==> src/rtl/cbu_pkg.sv <==
package cbu_pkg;

  // Base conditions selected by the low three bits of the condition code
  typedef enum logic [2:0] {
    BC_ZERO   = 3'd0,
    BC_SIGN   = 3'd1,
    BC_CARRY  = 3'd2,
    BC_OVFL   = 3'd3,
    BC_ALWAYS = 3'd4,
    BC_UGT    = 3'd5,
    BC_SGE    = 3'd6,
    BC_SGT    = 3'd7
  } baseCondE;

  typedef struct packed {
    logic z;
    logic s;
    logic c;
    logic v;
  } flagsT;

  // Strobes from control to datapath
  typedef struct packed {
    logic load;
    logic isBranch;
    logic takeJump;
  } ctrlStrobesT;

endpackage

==> src/rtl/cbu_ctrl.sv <==
module cbu_ctrl
  import cbu_pkg::*;
#(
  parameter int OP_W      = 4,
  parameter int CC_W      = 4,
  parameter int JCC_OPCODE = 'hB
) (
  input  logic                 instrValid,
  input  logic [OP_W+CC_W-1:0] opCc,
  input  flagsT                flags,
  output ctrlStrobesT          strobes
);

  localparam int BASE_W   = CC_W - 1;
  localparam int BASE_NUM = 1 << BASE_W;

  logic [OP_W-1:0]   opField;
  logic [CC_W-1:0]   ccField;
  logic [BASE_W-1:0] baseSel;
  logic              senseBit;
  logic              signLess;
  logic [BASE_NUM-1:0] baseHitVec;
  logic              baseHit;
  logic              condHit;
  logic              opMatch;

  assign opField  = opCc[OP_W+CC_W-1 -: OP_W];
  assign ccField  = opCc[CC_W-1:0];
  assign baseSel  = ccField[BASE_W-1:0];
  assign senseBit = ccField[CC_W-1];
  assign signLess = flags.s ^ flags.v;

  // Evaluate every base condition in parallel, then select one
  genvar g;
  generate
    for (g = 0; g < BASE_NUM; g++) begin : gBase
      always_comb begin
        unique case (baseCondE'(g))
          BC_ZERO:   baseHitVec[g] = flags.z;
          BC_SIGN:   baseHitVec[g] = flags.s;
          BC_CARRY:  baseHitVec[g] = flags.c;
          BC_OVFL:   baseHitVec[g] = flags.v;
          BC_ALWAYS: baseHitVec[g] = 1'b1;
          BC_UGT:    baseHitVec[g] = flags.c & ~flags.z;
          BC_SGE:    baseHitVec[g] = ~signLess;
          BC_SGT:    baseHitVec[g] = ~(signLess | flags.z);
          default:   baseHitVec[g] = 1'b0;
        endcase
      end
    end
  endgenerate

  assign baseHit = baseHitVec[baseSel];
  // Sense bit set: jump on the base condition; clear: on its negation
  assign condHit = senseBit ? baseHit : ~baseHit;
  assign opMatch = (opField == OP_W'(JCC_OPCODE));

  always_comb begin
    strobes.load     = instrValid;
    strobes.isBranch = opMatch;
    strobes.takeJump = opMatch & condHit;
  end

endmodule

==> src/rtl/cbu_datapath.sv <==
module cbu_datapath
  import cbu_pkg::*;
#(
  parameter int PC_W  = 16,
  parameter int OFF_W = 8
) (
  input  logic              clk,
  input  logic              rstN,
  input  ctrlStrobesT       strobes,
  input  logic [PC_W-1:0]   pc,
  input  logic [OFF_W-1:0]  offset,
  output logic              outValid,
  output logic [PC_W-1:0]   nextPc,
  output logic              taken,
  output logic              isBranch
);

  localparam int EXT_W = PC_W - OFF_W;

  logic [PC_W-1:0] offExt;
  logic [PC_W-1:0] pcInc;
  logic [PC_W-1:0] pcTarget;
  logic [PC_W-1:0] pcSel;

  // Both candidates are formed in parallel; the condition only drives the mux
  assign offExt   = {{EXT_W{offset[OFF_W-1]}}, offset};
  assign pcInc    = pc + PC_W'(1);
  assign pcTarget = pcInc + offExt;
  assign pcSel    = strobes.takeJump ? pcTarget : pcInc;

  always_ff @(posedge clk or negedge rstN) begin
    if (!rstN) begin
      outValid <= 1'b0;
      nextPc   <= '0;
      taken    <= 1'b0;
      isBranch <= 1'b0;
    end else begin
      outValid <= strobes.load;
      if (strobes.load) begin
        nextPc   <= pcSel;
        taken    <= strobes.takeJump;
        isBranch <= strobes.isBranch;
      end
    end
  end

endmodule

==> src/rtl/cond_branch_unit.sv <==
module cond_branch_unit
  import cbu_pkg::*;
#(
  parameter int PC_W       = 16,
  parameter int INSTR_W    = 16,
  parameter int OFF_W      = 8,
  parameter int CC_W       = 4,
  parameter int JCC_OPCODE = 'hB
) (
  input  logic               clk,
  input  logic               rstN,
  input  logic               instrValid,
  input  logic [INSTR_W-1:0] instr,
  input  logic [PC_W-1:0]    pc,
  input  logic               flagZ,
  input  logic               flagS,
  input  logic               flagC,
  input  logic               flagV,
  output logic               outValid,
  output logic [PC_W-1:0]    nextPc,
  output logic               taken,
  output logic               isBranch
);

  localparam int OP_W = INSTR_W - CC_W - OFF_W;

  ctrlStrobesT strobes;
  flagsT       flags;

  assign flags = '{z: flagZ, s: flagS, c: flagC, v: flagV};

  cbu_ctrl #(
    .OP_W(OP_W),
    .CC_W(CC_W),
    .JCC_OPCODE(JCC_OPCODE)
  ) uCtrl (
    .instrValid(instrValid),
    .opCc(instr[INSTR_W-1 -: OP_W+CC_W]),
    .flags(flags),
    .strobes(strobes)
  );

  cbu_datapath #(
    .PC_W(PC_W),
    .OFF_W(OFF_W)
  ) uData (
    .clk(clk),
    .rstN(rstN),
    .strobes(strobes),
    .pc(pc),
    .offset(instr[OFF_W-1:0]),
    .outValid(outValid),
    .nextPc(nextPc),
    .taken(taken),
    .isBranch(isBranch)
  );

endmodule

==> config.mk <==
export PLATFORM = sky130hd
export DESIGN_NAME = cond_branch_unit
export DESIGN_NICKNAME = d
export VERILOG_FILES = /design/src/rtl/cbu_pkg.sv /design/src/rtl/cbu_ctrl.sv /design/src/rtl/cbu_datapath.sv /design/src/rtl/cond_branch_unit.sv
export SDC_FILE = /design/constraint.sdc
export NUM_CORES = 1
export LEC_CHECK = 0
export ABC_AREA = 0
export BUFFER_PORTS_ARGS = -buffer_cell sky130_fd_sc_hd__buf_2
export CAP_MARGIN = 40
export CORE_MARGIN = 4
export CORE_UTILIZATION = 40
export CTS_CLUSTER_DIAMETER = 30
export DETAILED_ROUTE_END_ITERATION = 8
export PLACE_DENSITY = 0.73
export REMOVE_ABC_BUFFERS = 1
export SYNTH_ARGS = -nofsm -noshare
export SYNTH_HDL_FRONTEND = slang
export SYNTH_HIERARCHICAL = 1
export SYNTH_SLANG_ARGS = --single-unit
==> constraint.sdc <==
create_clock -name clk -period 0.8 [get_ports clk]
set_input_delay 0.08 -clock clk [delete_from_list [all_inputs] [get_ports clk]]
set_output_delay 0.08 -clock clk [all_outputs]
set_load 0.005 [all_outputs]
# Word level (Yosys, flattened, before mapping)
# Index checks and enable logic that the tools add are counted.
word_totals:
  in_bits: 39
  reg_bits: 19
  output_inout_bits: 19
  word_cells: 20
op_classes:
  add_sub_neg: 2
  magnitude_cmp: 1
  mux: 4
  n_eq_ne: 1
  n_bitwise: 8
ops:
  columns: ["operator", "count"]
  rows:
  - ["$add A16 B1 Y16 const B", 1]
  - ["$add A16 B16 Y16", 1]
  - ["$mux W16", 1]
  - ["$eq A4 B4 Y1 const B", 1]
  - ["$lt A3 B4 Y1 const B", 1]
  - ["$not A1 Y1", 4]
  - ["$bmux W1 S3", 1]
  - ["$and A1 B1 Y1", 2]
  - ["$mux W1", 2]
  - ["$or A1 B1 Y1", 1]
  - ["$xor A1 B1 Y1", 1]

# Depth between registers and ports, before layout
# Gate-level depths: netlist of run 1.
logic_depth:
  ltp_word: 9
  depth_mapped: 13
  mapped_depth_nobuf: 12

# Hierarchy
# Netlist of run 1, hierarchy kept.
modules_own_cells:
  columns: ["mod", "area_each_um2", "cells_each", "n_inst", "seq_area_each_um2"]
  rows:
  - ["cbu_datapath", 1767.9, 213, 1, 475.5]
  - ["cbu_ctrl", 133.9, 14, 1, 0.0]

# Worst setup path after synthesis of run 1
# OpenSTA, ideal clock, no wires.
synth_path:
  kind: "input port to flip-flop"
  start: "input port pc[3]"
  end: "register uData.nextPc[15]"
  n_path_buf: 1
  stages: 11
  slack_ns: -1.581
  t_arrival_ns: 2.315
  setup_ns: 0.065
  required_time_ns: 0.735
  path_cell_list: "and4_1 -> and4_1 -> buf_4 -> xor2_1 -> ha_1 -> and3_1 -> and3_1 -> a311oi_1 -> a21oi_1 -> mux4_2 -> nand2_1"
synth_between:
  elab_chain_cells: 3
synth_lines:
  columns: ["item", "line_no", "rtl"]
  rows:
  - ["start: declaration", "cond_branch_unit.sv:14", "input logic [PC_W-1:0] pc,"]
  - ["$add A16 B1 Y16 *", "cbu_datapath.sv:27", "assign pcInc = pc + PC_W'(1);"]
  - ["$add A16 B16 Y16", "cbu_datapath.sv:28", "assign pcTarget = pcInc + offExt;"]
  - ["$mux W16 *", "cbu_datapath.sv:29", "assign pcSel = strobes.takeJump ? pcTarget : pcInc;"]
  - ["end signal: assignment", "cbu_datapath.sv:40", "nextPc <= pcSel;"]
  - ["end: declaration", "cbu_datapath.sv:13", "output logic [PC_W-1:0] nextPc,"]
# Every way passes the cells marked *; elsewhere a longest branch is shown, timed or not.
# A chain may end at the register's enable or synchronous reset.

# Final worst setup path of run 1
layout_path:
  start: "input port pc[3]"
  end: "register uData.nextPc[14]"
# The elaborated chain is that of the path after synthesis.

==> impl_metrics.json, run 1 <==
{
  "fin_crit_sh_pct": 301,
  "rsz0062_at_grt": "yes",
  "fin_util_pct": 82.6,
  "finalSetupViolations": 36,
  "io_buffer_count": 57,
  "synthAdderAreaFrac_pct": 14.2,
  "clkTransAtPathRegs_ns": 0.07,
  "start_util_pct": 42.5,
  "drtAntennaViolNets": 0,
  "clock_path_buffers": 2,
  "pwr_density_cell_nw_per_um2": 1160,
  "clock_sinks": 19,
  "ys_seq_area_share_pct": 25.0,
  "cap_violations": 0,
  "synth_mux_area_share_pct": 4.67,
  "cts_tree": "done",
  "synth-edff-count": 0,
  "drt_iter0_drc": 288,
  "grt_max_degree": 20,
  "fillers": 226,
  "worst_pin_slew_ns": 0.557,
  "p_comb_share_pct": 57.9,
  "grt_pass1_vias": 2591,
  "core_um2": 4470,
  "drtPass1Iterations": 5,
  "power.switching_mw": 1.59,
  "avgRoutedWirePerCell_um": 22.7,
  "drc": 0,
  "die_width_um": 77.0,
  "synthTopCellsByArea": "dfrtp_1, ha_1, xnor2_1",
  "syn_to_final_growth_pct": 94.3,
  "required_ns": 0.98,
  "synth_flop_cell": "dfrtp_1",
  "post-synth-top-area-cell": "dfrtp_1",
  "syn_avg_cell_area_um2": 8.38,
  "async_flop_share_pct": 100,
  "start_kind": "input port",
  "io_pins": 58,
  "pwr-share-seq_pct": 25.9,
  "gp_congestion": 0.990,
  "endpoint_kind": "flip-flop",
  "grt_overflow_total": 0,
  "clkPwrFrac_pct": 16.2,
  "clock_skew_ns": 0,
  "p_leak_nw": 1.72,
  "synth_commonest_cells": "a21oi_1, nand2_1, ha_1, xnor2_1",
  "netlist_instances": 227,
  "place_ws_ns": -1.84,
  "cp.arrival_ns": 2.59,
  "grt_pass1_wl_um": 12500,
  "post-synth-top-area-fraction_pct": 25.0,
  "die_area_um2": 5920,
  "use_met3_pct": 3.98,
  "synth_cell_type_count": 42,
  "finalHoldViolCount": 0,
  "syn_area_um2": 1900,
  "synthXorXnorAreaFrac_pct": 12.4,
  "rows": 24,
  "yosysMostFrequentCell": "a21oi_1",
  "drive_gt1_share_pct": 61.5,
  "hpwl_um": 4740,
  "crit_type": "input port to flip-flop",
  "root_buffer": "clkbuf_8",
  "switching_share_pct": 37.0,
  "placedCellCount": 395,
  "antenna_found_initial": 0,
  "met2_usage_pct": 48.1,
  "min_path_type": "input port to flip-flop",
  "vdd_ir_drop_max_uv": 685,
  "drv_slew": 0,
  "status": "finished, violations left",
  "grt_busiest_layer": "met2",
  "ys_seq_elements": 19,
  "synthSimpleGateAreaFrac_pct": 18.5,
  "internal_power_mw": 2.71,
  "diodes": 0,
  "fmax_mhz": 415,
  "synth_top_family_by_area": "compound AO/OA/AOI/OAI gates",
  "vias": 2696,
  "grt_use_total_pct": 26.3,
  "wl_um": 9780,
  "instances_no_fill": 431,
  "synth_compound_area_share_pct": 21.4,
  "ys_warn_count": 6,
  "crit_fanout": 4,
  "layout.nets": 440,
  "violations": "setup timing",
  "htree_levels": 1,
  "cts_buffers": 3,
  "setup_ws_ns": -1.61,
  "clk_latency_ns": 0.26,
  "viasPerCell": 6.26,
  "period_needed_ns": 2.41,
  "use_met1_pct": 28.7,
  "relSlewSlack_pct": 62.7,
  "die_h_um": 77.0
}
cell type report:
type,instances,area [um^2],area share [%]
inverters,7,26.3,0.711
clock buffers,3,41.3,1.12
clock inverters,1,5.00,0.135
repair buffers,157,1220,32.9
flip-flops and latches,19,475,12.9
multi-input cells,192,1870,50.5
well taps,52,65.1,1.76
cells in the final DEF, fill, tap and decap left out, types with 5 or more instances in the layout:
master   netlist  final
nor2_1        19     16
and3_4         1      5
a21o_1         8      8
xor2_1         7      5
ha_1          20      9
buf_4          3     84
nand2_1       21     17
a21oi_1       32     16
xnor2_1       20     13
a21oi_2        0     14
buf_6          0     18
nand3_1       11      7
ha_4           0     10
buf_2          0     49
dfrtp_1       19     19
inv_1          7      7
state kept, by name (all words and copies together), names as in the netlist:
signal and cells:
uData/nextPc 16, uData/taken 1, uData/outValid 1, uData/isBranch 1
path summary, 6_finish.rpt:
kind	cells after the start	start	slack (ns)	endpoint
max	13	pc[3]	-1.61	uData/nextPc[14]$_DFFE_PN0P_
min	2	instrValid	0.19	uData/outValid$_DFF_PN0_
max reg2reg	3	uData/nextPc[7]$_DFFE_PN0P_	-0.12	uData/nextPc[7]$_DFFE_PN0P_
min reg2reg	1	uData/isBranch$_DFFE_PN0P_	0.54	uData/isBranch$_DFFE_PN0P_
max in group asynchronous	2	rstN	0.20	uData/nextPc[2]$_DFFE_PN0P_
min in group asynchronous	2	rstN	0.28	uData/nextPc[11]$_DFFE_PN0P_
per-stage QoR:
stage	power, mW	hold WS [ns]	TNS (ns)	area (um^2)
after floorplan	1.85	-0.216	-25.17	1860
after global placement	2.62	0.0361	-23.61	2720
after detailed placement	2.66	0.0404	-24.36	2720
after CTS	3.83	0.163	-18.33	3460
after global routing	4.46	0.183	-23.10	3700
final	4.30	0.191	-21.59	3700
power by group through the flow:
stage / Clock (mW) / Sequential [mW] / Combinational, mW
finish: 0.696 / 1.11 / 2.49
global route: 0.736 / 1.13 / 2.60
CTS: 0.705 / 1.10 / 2.02
detailed placement: 0 / 1.12 / 1.54
global placement: 0 / 1.12 / 1.50
floorplan: 0 / 1.13 / 0.723
kinds of logic (layout without fill, tap and decap cells):
| logic type | after synthesis | count (layout) |
|---|---|---|
| DFF | 19 | 19 |
| adders and majority gates | 21 | 21 |
| AOI/OAI and AO/OA | 65 | 65 |
| xor gates and xnor gates | 27 | 27 |
| muxes | 7 | 7 |
| buffers and inverters | 16 | 168 |
| and+or+nand+nor | 72 | 72 |
critical path: stages:
cell and delay [ns]:
buf_6 0.07, and4_4 0.24, and4_4 0.28, nand3_4 0.12, xnor2_4 0.25, ha_4 0.25
a21oi_2 0.18, o21ai_2 0.11, a311o_1 0.34, a31oi_1 0.25, xnor2_1 0.17, nand2_1 0.09
a21oi_1 0.16
layer usage:
layer	vias up	part of all wire (%)
met5	-	0
met4	0	8.9
met3	88	6.6
met2	201	48
met1	1283	36
li1	1124	-
repair_timing:
item                       in CTS  in global routing
setup endpoints to repair      36                 36
hold buffers                    1                  0
gates cloned                    3                  0
resized for setup              94                 25
setup buffers                  18                 12
pin swaps                      51                 23
hold endpoints to repair       19                  0
No activity file was read; power rests on OpenSTA's default activity.
==> inputs of run 2 (changes only) <==
--- a/config.mk
+++ b/config.mk
@@ -14,6 +14,7 @@
 export DETAILED_ROUTE_END_ITERATION = 8
 export PLACE_DENSITY = 0.73
 export REMOVE_ABC_BUFFERS = 1
+export SLEW_MARGIN = 5
 export SYNTH_ARGS = -nofsm -noshare
 export SYNTH_HDL_FRONTEND = slang
 export SYNTH_HIERARCHICAL = 1
==> constraint.sdc (replaced) <==
create_clock -name clk -period 2.8 [get_ports clk]
set_input_delay 0.28 -clock clk [delete_from_list [all_inputs] [get_ports clk]]
set_output_delay 0.28 -clock clk [all_outputs]
set_load 0.005 [all_outputs]
==> run 2 against run 1 <==
  * The flow now finishes without violations
  * Global-route usage down 9.4 points
  * First-iteration DRC count down 66%
  * Core utilization down 30 points
  * Clock power down 73%
  * Worst hold slack better by 0.25 ns
  * Sequential share of layout area up 7.4 points
  * Non-clock buffer count down 88
  * Sequential power down 72%
  * Critical endpoint is now uData/nextPc[12]$_DFFE_PN0P_
==> impl_metrics.json, run 2 (synthesis results as in run 1) <==
{
  "status": "finished, final reports clean",
  "relSlewSlack_pct": 66.4,
  "viasPerCell": 5.34,
  "drc": 0,
  "p_total_uw": 853,
  "cap_violations": 0,
  "hold_buffers": 1,
  "wl_um": 4980,
  "drv_slew": 0,
  "r2r-end": "uData/nextPc[7]$_DFFE_PN0P_",
  "clk_latency_ns": 0.25,
  "start_util_pct": 42.5,
  "cpLargestDelayFamily": "compound AO/OA/AOI/OAI gates",
  "slowest_delay_ns": 0.39,
  "worst_pin_slew_ns": 0.501,
  "final_common_cell": "buf_2",
  "vdd_ir_drop_max_uv": 172,
  "holdWs_ns": 0.441,
  "r2r_cells": 3,
  "holdPathStages": 2,
  "crit_fanout": 6,
  "hold_end": "uData/outValid$_DFF_PN0_",
  "grt_overflow_total": 0,
  "cts_resized": 0,
  "grt_pass1_vias": 1811,
  "regMostFlops": "uData/nextPc",
  "period_needed_ns": 2.61,
  "grt_pass1_wl_um": 8220,
  "syn_to_final_growth_pct": 23.4,
  "largest_reg_flops": 16,
  "die_width_um": 77.0,
  "required_ns": 2.98,
  "drt_iter0_drc": 97,
  "layout_common_cells": "buf_2, a21oi_1, nand2_1, xnor2_1, ha_1",
  "io_buffer_count": 57,
  "vias": 1832,
  "start_kind": "input port",
  "die_h_um": 77.0,
  "min_path_type": "input port to flip-flop",
  "post_cts_buffers": 0,
  "grt_use_total_pct": 16.8,
  "p_leak_nw": 1.12,
  "path_cells": "buf_2 -> and4_1 -> and4_1 -> nand3_1 -> xnor2_1 -> ha_1 -> nand2_1 -> o21ai_0 -> a221o_1 -> a21oi_1 -> xnor2_1 -> nand2_1 -> a21oi_1",
  "clock_path_buffers": 2,
  "clock_skew_ns": 0,
  "fin_crit_sh_pct": 93.2,
  "pwr_density_cell_nw_per_um2": 363,
  "clock_sinks": 19,
  "drive_gt1_share_pct": 27.1,
  "io_pins": 58,
  "crit_slowest_cell": "a221o_1",
  "rsz0062_at_grt": "no",
  "core_um2": 4470,
  "drtAntennaViolNets": 0,
  "gp_congestion": 0.963,
  "grt_max_degree": 34,
  "finalSetupViolations": 0,
  "cts_buffers": 3,
  "reg2reg_slack_ns": 1.93,
  "drtPass1Iterations": 4,
  "finalHoldViolCount": 0,
  "cp_num_buf_inv": 1,
  "cts_tree": "done",
  "root_buffer": "clkbuf_8",
  "crit_type": "input port to flip-flop",
  "rows": 24,
  "layout.nets": 352,
  "fmax_mhz": 383,
  "htree_levels": 1,
  "diodes": 0,
  "cp.arrival_ns": 2.79,
  "endpoint_kind": "flip-flop",
  "hpwl_um": 4040,
  "r2r_start": "uData/nextPc[7]$_DFFE_PN0P_",
  "die_area_um2": 5920,
  "antenna_found_initial": 0,
  "hp-start": "instrValid",
  "avgRoutedWirePerCell_um": 14.5,
  "clkTransAtPathRegs_ns": 0.07
}
==> run 2: worst max path at each step <==
stage | start | endpoint | slack, ns | cells after the start
3_3_place_gp | pc[2] | uData/nextPc[15]$_DFFE_PN0P_ | 0.04 | 12
4_1_cts | pc[2] | uData/nextPc[12]$_DFFE_PN0P_ | 0.23 | 13
3_5_place_dp | pc[2] | uData/nextPc[12]$_DFFE_PN0P_ | -0.03 | 13
6_report | pc[2] | uData/nextPc[12]$_DFFE_PN0P_ | 0.19 | 13
5_1_grt | pc[2] | uData/nextPc[12]$_DFFE_PN0P_ | 0.04 | 13
2_1_floorplan | instr[8] | uData/nextPc[15]$_DFFE_PN0P_ | -0.40 | 7
==> run 2: per-stage QoR <==
step	util [%]	area (um^2)	TNS, ns	std cells	setup slack (ns)
floorplan	-	1860	-0.399	218	-0.399
global placement	51.2	2290	0	338	0.0436
detailed placement	51.2	2290	-0.0544	338	-0.0349
CTS	52.4	2350	0	343	0.228
global route	52.4	2350	0	343	0.0391
finish	52.4	2350	0	343	0.191
==> run 2: area by class of cell <==
class	instances	area, um^2
Timing Repair Buffer	69	378
Clock buffer	3	41.3
Inverter	7	26.3
Tap cell	52	65.1
Multi-Input combinational cell	192	1360
Clock inverter	1	5.00
Fill cell	452	2130
Sequential cell	19	475
==> run 2: per-layer routing <==
layer	routed length [um]	vias to the layer above	track usage, %
met5	0	-	0
met4	101	0	6.70
met3	222	10	2.81
met2	2400	45	27.7
met1	2250	831	21.8
li1	-	946	-
==> run 2: power by group <==
part	internal (mW)	switching, mW	total [mW]
clock	0.0989	0.0912	0.190
combinational	0.164	0.183	0.347
sequential	0.302	0.0138	0.315
==> inputs of run 3 (changes only) <==
--- a/config.mk
+++ b/config.mk
@@ -9,10 +9,11 @@
 export BUFFER_PORTS_ARGS = -buffer_cell sky130_fd_sc_hd__buf_2
 export CAP_MARGIN = 40
 export CORE_MARGIN = 4
-export CORE_UTILIZATION = 40
+export CORE_UTILIZATION = 35
 export CTS_CLUSTER_DIAMETER = 30
 export DETAILED_ROUTE_END_ITERATION = 8
-export PLACE_DENSITY = 0.73
+export HOLD_SLACK_MARGIN = 0.02
+export PLACE_DENSITY = 0.66
 export REMOVE_ABC_BUFFERS = 1
 export SLEW_MARGIN = 5
 export SYNTH_ARGS = -nofsm -noshare
==> constraint.sdc (replaced) <==
create_clock -name clk -period 2.8 [get_ports clk]
set_input_delay 0.42 -clock clk [delete_from_list [all_inputs] [get_ports clk]]
set_output_delay 0.42 -clock clk [all_outputs]
set_load 0.005 [all_outputs]
==> run 3 against run 2 <==
  * Worst hold slack worse by 0.34 ns
  * Power grew 4.6%
  * Clock skew stayed put
  * Clock-buffer cell count did not move
  * Critical path type unchanged
  * Critical endpoint unchanged
==> impl_metrics.json, run 3 (synthesis results as in run 1) <==
{
  "fillers": 513,
  "required_ns": 2.98,
  "fin_crit_sh_pct": 96.6,
  "syn_to_final_growth_pct": 32.0,
  "layout_common_cells": "buf_2, a21oi_1, buf_4, nand2_1, ha_1",
  "gp_congestion": 0.977,
  "grt_max_degree": 34,
  "p_leak_nw": 1.21,
  "antenna_found_initial": 0,
  "die_area_um2": 6680,
  "holdWs_ns": 0.0964,
  "relSlewSlack_pct": 61.9,
  "die_width_um": 81.7,
  "clkPwrFrac_pct": 21.8,
  "pwr-share-seq_pct": 35.3,
  "vdd_ir_drop_max_uv": 213,
  "clkTransAtPathRegs_ns": 0.08,
  "period_needed_ns": 2.70,
  "avgRoutedWirePerCell_um": 13.7,
  "crit_type": "input port to flip-flop",
  "die_h_um": 81.7,
  "endpoint_kind": "flip-flop",
  "viasPerCell": 4.96,
  "grt_pass1_wl_um": 8140,
  "hold_buffers": 0,
  "vias": 1875,
  "cts_tree": "done",
  "cts_buffers": 3,
  "clock_skew_ns": 0,
  "finalHoldViolCount": 0,
  "status": "finished, final reports clean",
  "switching_share_pct": 33.7,
  "rows": 26,
  "drtAntennaViolNets": 0,
  "cap_violations": 0,
  "wl_um": 5170,
  "drive_gt1_share_pct": 32.5,
  "clock_sinks": 19,
  "root_buffer": "clkbuf_8",
  "fmax_mhz": 370,
  "area.sequential_um2": 475,
  "clock_path_buffers": 2,
  "setup_tns_ns": 0,
  "grt_overflow_total": 0,
  "design_area_um2": 2510,
  "pwr_density_cell_nw_per_um2": 355,
  "drv_slew": 0,
  "cp.arrival_ns": 2.89,
  "hpwl_um": 4200,
  "worst_pin_slew_ns": 0.569,
  "largest_reg_flops": 16,
  "io_pins": 58,
  "multi_input_area_um2": 1370,
  "layout.nets": 369,
  "min_path_type": "input port to asynchronous set/reset pin",
  "crit_fanout": 5,
  "finalSetupViolations": 0,
  "htree_levels": 1,
  "drc": 0,
  "drt_iter0_drc": 79,
  "core_um2": 5170,
  "grt_pass1_vias": 1822,
  "p_comb_share_pct": 42.8,
  "diodes": 0,
  "drtPass1Iterations": 4,
  "grt_use_total_pct": 15.6,
  "final_common_cell": "buf_2",
  "internal_power_uw": 591,
  "power.switching_uw": 301,
  "start_kind": "input port",
  "io_buffer_count": 57,
  "start_util_pct": 36.8,
  "clk_latency_ns": 0.25,
  "regMostFlops": "uData/nextPc",
  "post_cts_buffers": 0,
  "placed_cell_area_um2": 2450
}
run 3: changes by cell type in the layout (fill, tap and decap cells not counted), sizes merged:
cell         before  now
clkinv            1    0
clkinvlp          0    1
dlygate4sd3       1    0
buf              68   86
run 3: power by group through the flow:
| stage | clock network (mW) | registers, mW | logic [mW] |
|---|---|---|---|
| 5_1_grt | 0.220 | 0.318 | 0.425 |
| 6_report | 0.195 | 0.315 | 0.382 |
| 2_1_floorplan | 0 | 0.323 | 0.207 |
| 4_1_cts | 0.202 | 0.316 | 0.379 |
| 3_5_place_dp | 0 | 0.321 | 0.377 |
| 3_3_place_gp | 0 | 0.320 | 0.372 |
run 3: critical path: stages:
cell	delay, ns
buf_2	0.09
and4_1	0.24
and4_2	0.30
nand3_1	0.14
xnor2_2	0.17
ha_1	0.34
nand2_1	0.09
o21ai_0	0.17
a221o_1	0.39
a21oi_1	0.20
xnor2_1	0.15
nand2_1	0.07
a21oi_1	0.13
run 3: path summary, 6_finish.rpt:
check                                            start                            to  slack (ns)  cells past startpoint
setup / recovery                                 pc[2]  uData/nextPc[12]$_DFFE_PN0P_         0.1                     13
hold / removal                                    rstN   uData/nextPc[7]$_DFFE_PN0P_         0.1                      1
setup reg to reg           uData/nextPc[7]$_DFFE_PN0P_   uData/nextPc[7]$_DFFE_PN0P_        1.93                      3
hold reg to reg            uData/nextPc[2]$_DFFE_PN0P_   uData/nextPc[2]$_DFFE_PN0P_        0.49                      1
max in group asynchronous                         rstN       uData/taken$_DFFE_PN0P_        2.40                      1
min in group clk           uData/nextPc[2]$_DFFE_PN0P_   uData/nextPc[2]$_DFFE_PN0P_        0.49                      1
run 3: final cells by class:
type / instances / share of cell area, %
flip-flops and latches: 19 / 18.9
multi-input cells: 192 / 54.6
clock inverters: 1 / 0.299
well taps: 70 / 3.49
clock buffers: 3 / 1.64
repair buffers: 86 / 20.0
inverters: 7 / 1.05
run 3: stage by stage:
step / utilization (%) / std cells / total power, mW / worst slack, ns
floorplan: - / 218 / 0.530 / -0.539
global placement: 47.3 / 374 / 0.692 / -0.142
detailed placement: 47.3 / 374 / 0.698 / -0.187
CTS: 48.3 / 378 / 0.896 / 0.0644
global route: 48.5 / 378 / 0.964 / -0.0268
finish: 48.5 / 378 / 0.892 / 0.0953
run 3: repair_timing:
item | in CTS | in global routing
resized for setup | 0 | 3
endpoints found under the setup margin | 0 | 5
endpoints found under the hold margin | 0 | 0
run 3: metal layers:
metal  global-route usage [%]  up-vias  share of wire [%]
li1                         -      981                  -
met1                     19.9      863                 46
met2                     28.3       29                 51
met3                     1.97        2                2.7
met4                     2.49        0               0.39
met5                        0        -                  0
